**src/rtl/rs_pkg.sv**
```systemverilog
package rs_pkg;

  // True when an address falls inside the local channel window.
  function automatic logic addr_in_window(int unsigned addr, int unsigned base, int unsigned cnt);
    return (addr >= base) && (addr < base + cnt);
  endfunction

  // Offset of an address within the local window.
  function automatic int unsigned addr_offset(int unsigned addr, int unsigned base);
    return addr - base;
  endfunction

  // Index of the final word of a burst.
  function automatic int unsigned last_word(int unsigned words);
    return words - 1;
  endfunction

endpackage

```
**src/rtl/rs_addr_decode.sv**
```systemverilog
module rs_addr_decode #(
  parameter int AW      = 5,
  parameter int N_CH    = 4,
  parameter int CH_BASE = 0,
  parameter int CHW     = 2
) (
  input  logic [AW-1:0]  addr,
  output logic           hit,
  output logic [CHW-1:0] local_ch
);
  always_comb begin
    hit      = rs_pkg::addr_in_window(int'(addr), CH_BASE, N_CH);
    local_ch = CHW'(rs_pkg::addr_offset(int'(addr), CH_BASE));
  end
endmodule

```
**src/rtl/rs_word_counter.sv**
```systemverilog
module rs_word_counter #(
  parameter int WORDS = 256,
  parameter int IW    = 8
) (
  input  logic          clk,
  input  logic          rst_n,
  input  logic          clr,
  input  logic          start,
  input  logic          run,
  output logic [IW-1:0] idx,
  output logic          last
);
  localparam logic [IW-1:0] LAST_IDX = IW'(rs_pkg::last_word(WORDS));

  assign last = run && (idx == LAST_IDX);

  always_ff @(posedge clk or negedge rst_n) begin
    if (!rst_n) begin
      idx <= '0;
    end else if (clr || start || last) begin
      idx <= '0;
    end else if (run) begin
      idx <= idx + 1'b1;
    end
  end
endmodule

```
**src/rtl/rs_token_ctrl.sv**
```systemverilog
module rs_token_ctrl #(
  parameter int CHW = 2
) (
  input  logic           clk,
  input  logic           rst_n,
  input  logic           tok_clr,
  input  logic           tok_in,
  input  logic           hit,
  input  logic [CHW-1:0] hit_ch,
  input  logic           last,
  output logic           busy,
  output logic [CHW-1:0] cur_ch,
  output logic           tok_out,
  output logic           capture_ev,
  output logic           forward_ev
);
  assign capture_ev = !busy && tok_in &&  hit && !tok_clr;
  assign forward_ev = !busy && tok_in && !hit && !tok_clr;

  always_ff @(posedge clk or negedge rst_n) begin
    if (!rst_n) begin
      busy    <= 1'b0;
      cur_ch  <= '0;
      tok_out <= 1'b0;
    end else if (tok_clr) begin
      busy    <= 1'b0;
      tok_out <= 1'b0;
    end else begin
      tok_out <= forward_ev || last;
      if (capture_ev) begin
        busy   <= 1'b1;
        cur_ch <= hit_ch;
      end else if (last) begin
        busy <= 1'b0;
      end
    end
  end
endmodule

```
**src/rtl/rs_bus_drive.sv**
```systemverilog
module rs_bus_drive #(
  parameter int DW = 12
) (
  input  logic          oe,
  input  logic [DW-1:0] word,
  output logic [DW-1:0] bus_data,
  output logic          bus_oe,
  output logic          data_valid
);
  always_comb begin
    bus_oe     = oe;
    data_valid = oe;
    bus_data   = oe ? word : '0;
  end
endmodule

```
**src/rtl/rs_readout_seq.sv**
```systemverilog
module rs_readout_seq #(
  parameter int DW      = 12,
  parameter int AW      = 5,
  parameter int N_CH    = 4,
  parameter int CH_BASE = 0,
  parameter int WORDS   = 256,
  localparam int CHW    = (N_CH > 1) ? $clog2(N_CH) : 1,
  localparam int IW     = $clog2(WORDS)
) (
  input  logic           clk,
  input  logic           rst_n,
  input  logic           tok_in,
  input  logic           tok_clr,
  input  logic [AW-1:0]  ch_addr,
  output logic [CHW-1:0] rd_ch,
  output logic [IW-1:0]  rd_idx,
  input  logic [DW-1:0]  rd_data,
  output logic [DW-1:0]  bus_data,
  output logic           bus_oe,
  output logic           data_valid,
  output logic           tok_out
);
  logic           hit;
  logic [CHW-1:0] hit_ch;
  logic           busy;
  logic [CHW-1:0] cur_ch;
  logic [IW-1:0]  idx;
  logic           burst_last;
  logic           capture_ev;
  logic           forward_ev;

  rs_addr_decode #(.AW(AW), .N_CH(N_CH), .CH_BASE(CH_BASE), .CHW(CHW)) dec_i (
    .addr(ch_addr), .hit(hit), .local_ch(hit_ch)
  );

  rs_token_ctrl #(.CHW(CHW)) tok_i (
    .clk(clk), .rst_n(rst_n), .tok_clr(tok_clr), .tok_in(tok_in),
    .hit(hit), .hit_ch(hit_ch), .last(burst_last),
    .busy(busy), .cur_ch(cur_ch), .tok_out(tok_out),
    .capture_ev(capture_ev), .forward_ev(forward_ev)
  );

  rs_word_counter #(.WORDS(WORDS), .IW(IW)) cnt_i (
    .clk(clk), .rst_n(rst_n), .clr(tok_clr), .start(capture_ev),
    .run(busy), .idx(idx), .last(burst_last)
  );

  rs_bus_drive #(.DW(DW)) drv_i (
    .oe(busy), .word(rd_data),
    .bus_data(bus_data), .bus_oe(bus_oe), .data_valid(data_valid)
  );

  assign rd_ch  = cur_ch;
  assign rd_idx = idx;
endmodule

```
**config.mk**
```make
export PLATFORM = sky130hd
export DESIGN_NAME = rs_readout_seq
export DESIGN_NICKNAME = d
export VERILOG_FILES = /design/src/rtl/rs_pkg.sv /design/src/rtl/rs_addr_decode.sv /design/src/rtl/rs_word_counter.sv /design/src/rtl/rs_token_ctrl.sv /design/src/rtl/rs_bus_drive.sv /design/src/rtl/rs_readout_seq.sv
export SDC_FILE = /design/constraint.sdc
export NUM_CORES = 1
export LEC_CHECK = 0
export ABC_AREA = 0
export BUFFER_PORTS_ARGS = -buffer_cell sky130_fd_sc_hd__buf_2
export CAP_MARGIN = 10
export CORE_MARGIN = 1.5
export CORE_UTILIZATION = 43
export DETAILED_ROUTE_END_ITERATION = 16
export PLACE_DENSITY = 0.78
export SYNTH_ARGS = -nofsm -noshare
export SYNTH_HDL_FRONTEND = slang
export SYNTH_SLANG_ARGS = --single-unit
```
**constraint.sdc**
```tcl
create_clock -name clk -period 3.95 [get_ports clk]
set_input_delay 0.395 -clock clk [delete_from_list [all_inputs] [get_ports clk]]
set_output_delay 0.395 -clock clk [all_outputs]
set_load 0.01 [all_outputs]
```
==> implementation parameters <==
Parameter                              Value

Job
  Number of maximum-capacitance violations    0

Pwr
  Sequential share of power    48.3%
  Comb pwr share    15.5%
  Internal power    about 210 uW
  Clock network fraction of design power    36.2%
  Power after layout    276 uW
  Leak pwr    0.526 nW
  Worst supply voltage drop on vdd    0.185 mV
  Switching share of power    approximately a quarter
  Net switching power figure    68.9 uW
  Areal power density over the cells    between 200 and 300 nW/um2

Clock tree
  Count of H-tree levels built during CTS    1
  Clock root cell    sky130_fd_sc_hd__clkbuf_4
  Clock insertion delay at the later pin of the skew report    ~0.28 ns
  Worst-case clock buffer depth    2
  TritonCTS clock tree    built
  Clock net sink count    12
  TritonCTS buffer count    3
  Register clock-pin slew on the reported worst setup and hold paths    0.08 ns

Synthesis
  Synthesized instance count    72
  Average cell area after synthesis    between 9 and 10 um2
  Count of flip-flops with a built-in enable after synthesis    0
  Cell accounting for the most synthesized area    sky130_fd_sc_hd__dfrtp_1
  Cell types with the largest area share after synthesis    sky130_fd_sc_hd__dfrtp_1, sky130_fd_sc_hd__and2_1, sky130_fd_sc_hd__xnor2_1
  Async set or reset register ratio after synthesis    between 90% and 100%
  Synthesized Nets    94
  Commonest register cell after synthesis    sky130_fd_sc_hd__dfrtp_1
  Proportion of netlist area held by the largest area contributor    44.0%
  Register area share after synthesis    between 40% and 50%
  Post-synth design cell area    around 700 um2
  Unique masters post-synth    26
  Yosys Warn Count    0
  Commonest cells in the synthesized netlist    sky130_fd_sc_hd__and2_1, sky130_fd_sc_hd__dfrtp_1, sky130_fd_sc_hd__nor2_1
  Post-synthesis sequential element count    12

Hold path
  Worst min-delay path category    in -> reg
  Hold worst-path end    tok_i.tok_out$_DFF_PN0_
  Hold path startpoint    tok_clr
  Number of cells on the worst hold path    2

Worst setup path
  Reg-to-reg slack, setup    2.37 ns
  CP Class    reg -> out
  WP data arrival    about 1.3 ns
  Crit-path max FO    21
  Startpoint of the lowest-slack register-to-register path    tok_i.busy$_DFFE_PN0P_
  Element type at the critical path end    output pin
  Worst reg-to-reg path cell count    4
  End of the worst register-to-register path    cnt_i.idx[7]$_DFFE_PN0P_
  Critical path required time    3.56 ns
  Critical Path Source Type    flip-flop
  Worst setup startpoint    tok_i.busy$_DFFE_PN0P_

Placed design
  Count of placed standard cells including taps    130
  Final GP Congestion    roughly 0.85
  DP HPWL    1430 um
  Number of port buffers    45

Timing
  Worst slew pin tran    0.453 ns
  Clock tree skew after final layout    0.00297 ns
  Hold violation count in the final report    0
  Aggregate negative setup slack    0 ns
  RSZ-0062 raised after global routing    no
  Headroom to the max-slew limit    69.8%
  Post-route minimum period    1.65 ns
  Worst slack on hold paths    0.317 ns
  Portion of the clock cycle consumed by the worst path in the final layout    41.8%
  Fmax    just over 600 MHz
  Final setup violating endpoints    0
  Max Slew Vio Count    0

Final layout
  Number of fill cells in the layout    126
  Syn-to-layout area delta    40.6%
  Diodes inserted    0
  Layout cell share with drive strength beyond 1    45.4%
  Final Non-Filler Cells    between 100 and 150
  Layout net count    142

Route
  TritonRoute pass-1 iters    4
  Via count    roughly 750
  Post-Route WL    1780 um
  Post-DRT Antenna Nets    0
  Detailed Route Iter0 Violations    8
  Detail-routed net length per standard cell    roughly 13 um
  Vias per std cell    5.53
  DRC violation count after routing    0

Floorplan
  Die boundary width    roughly 43 um
  IO Pins    46
  Full die area    1830 um2
  Area of the core region    1490 um2
  Starting utilization of the core area    between 40 and 50%
  Die Ht    42.8 um
  Rows    14

Run status
  Run status    finished, final reports clean

GRT
  First-pass GRT wire length    2900 um
  Global-route usage over all layers    between 20% and 30%
  Initial antenna violation count    0
  Largest net degree at the start of global routing    22
  Overflow left after global routing    0
  Via count of the first global-routing pass    704
-- layout make-up --
class / count / area (um2) / share of cell area, %
inverters: 2 / 7.51 / 0.783
multi-input cells: 55 / 359 / 37.5
clock buffers: 4 / 36.3 / 3.79
repair buffers: 46 / 235 / 24.5
flip-flops and latches: 12 / 300 / 31.3
well taps: 16 / 20.0 / 2.09
-- sequential cells by signal, summed over array words and instances, names as in the netlist --
signal,count
cnt_i.idx,8
tok_i.cur_ch,2
tok_i.busy,1
tok_i.tok_out,1
-- critical path, stage by stage (launching register included) --
cell and delay (ns):
sky130_fd_sc_hd__dfrtp_1 0.63, sky130_fd_sc_hd__and2_1 0.22, sky130_fd_sc_hd__buf_2 0.13
-- kinds of logic after synthesis --
kind of cell               after synthesis  share of synthesized area (%)
DFF                                     12                           44.0
AOI/OAI and AO/OA                       12                           13.0
xor gates and xnor gates                 4                           5.14
adders and majority gates                1                           1.83
and+or+nand+nor                         36                           29.4
buffers and inverters                    5                           3.30
muxes                                    2                           3.30
-- power by group through the flow --
stage / sequential [mW] / clock [mW] / combinational, mW
floorplan: 0.138 / 0 / 0.0172
global placement: 0.135 / 0 / 0.0410
detailed placement: 0.136 / 0 / 0.0428
CTS: 0.134 / 0.0984 / 0.0436
global route: 0.135 / 0.104 / 0.0478
finish: 0.133 / 0.100 / 0.0429
-- cell usage in the layout (no fill, tap or decap), drive strengths merged, types with 2 or more instances in the layout --
master and n:
nand4 3, nand3 2, inv 2, dfrtp 12, clkbuf 4, buf 45, o21ba 2, and2 13
a211oi 2, nor2 7, o21ai 2, mux2 2, nand2 6, xnor2 4, a21oi 3
-- metal layers --
layer	up-vias	routed length (um)	track usage, %
li1	344	-	-
met1	346	619	21.6
met2	49	943	41.2
met3	7	187	4.68
met4	0	31	8.13
met5	-	0	0
-- worst max path at each step --
stage                     slack (ns)                       end
after CTS                       2.30               bus_data[7]
after floorplan                 2.28  cnt_i.idx[7]$_DFFE_PN0P_
final                           2.30               bus_data[7]
after global routing            2.19               bus_data[4]
after detailed placement        2.10  cnt_i.idx[7]$_DFFE_PN0P_
after global placement          2.14  cnt_i.idx[7]$_DFFE_PN0P_
-- timing repair --
action                                 in CTS  in global routing
gates resized for setup                     0                  0
hold buffers                                1                  0
endpoints found under the hold margin      12                  0
buffers inserted                            0                  0
-- metrics by stage --
stage          setup WS (ns)  instance area [um2]  util [%]
6_report                2.30                  958      64.4
5_1_grt                 2.19                  958      64.4
4_1_cts                 2.30                  958      64.4
3_5_place_dp            2.10                  912      61.3
3_3_place_gp            2.14                  912      61.3
2_1_floorplan           2.28                  682         -
Note: power is estimated with default switching activity, not from simulation.
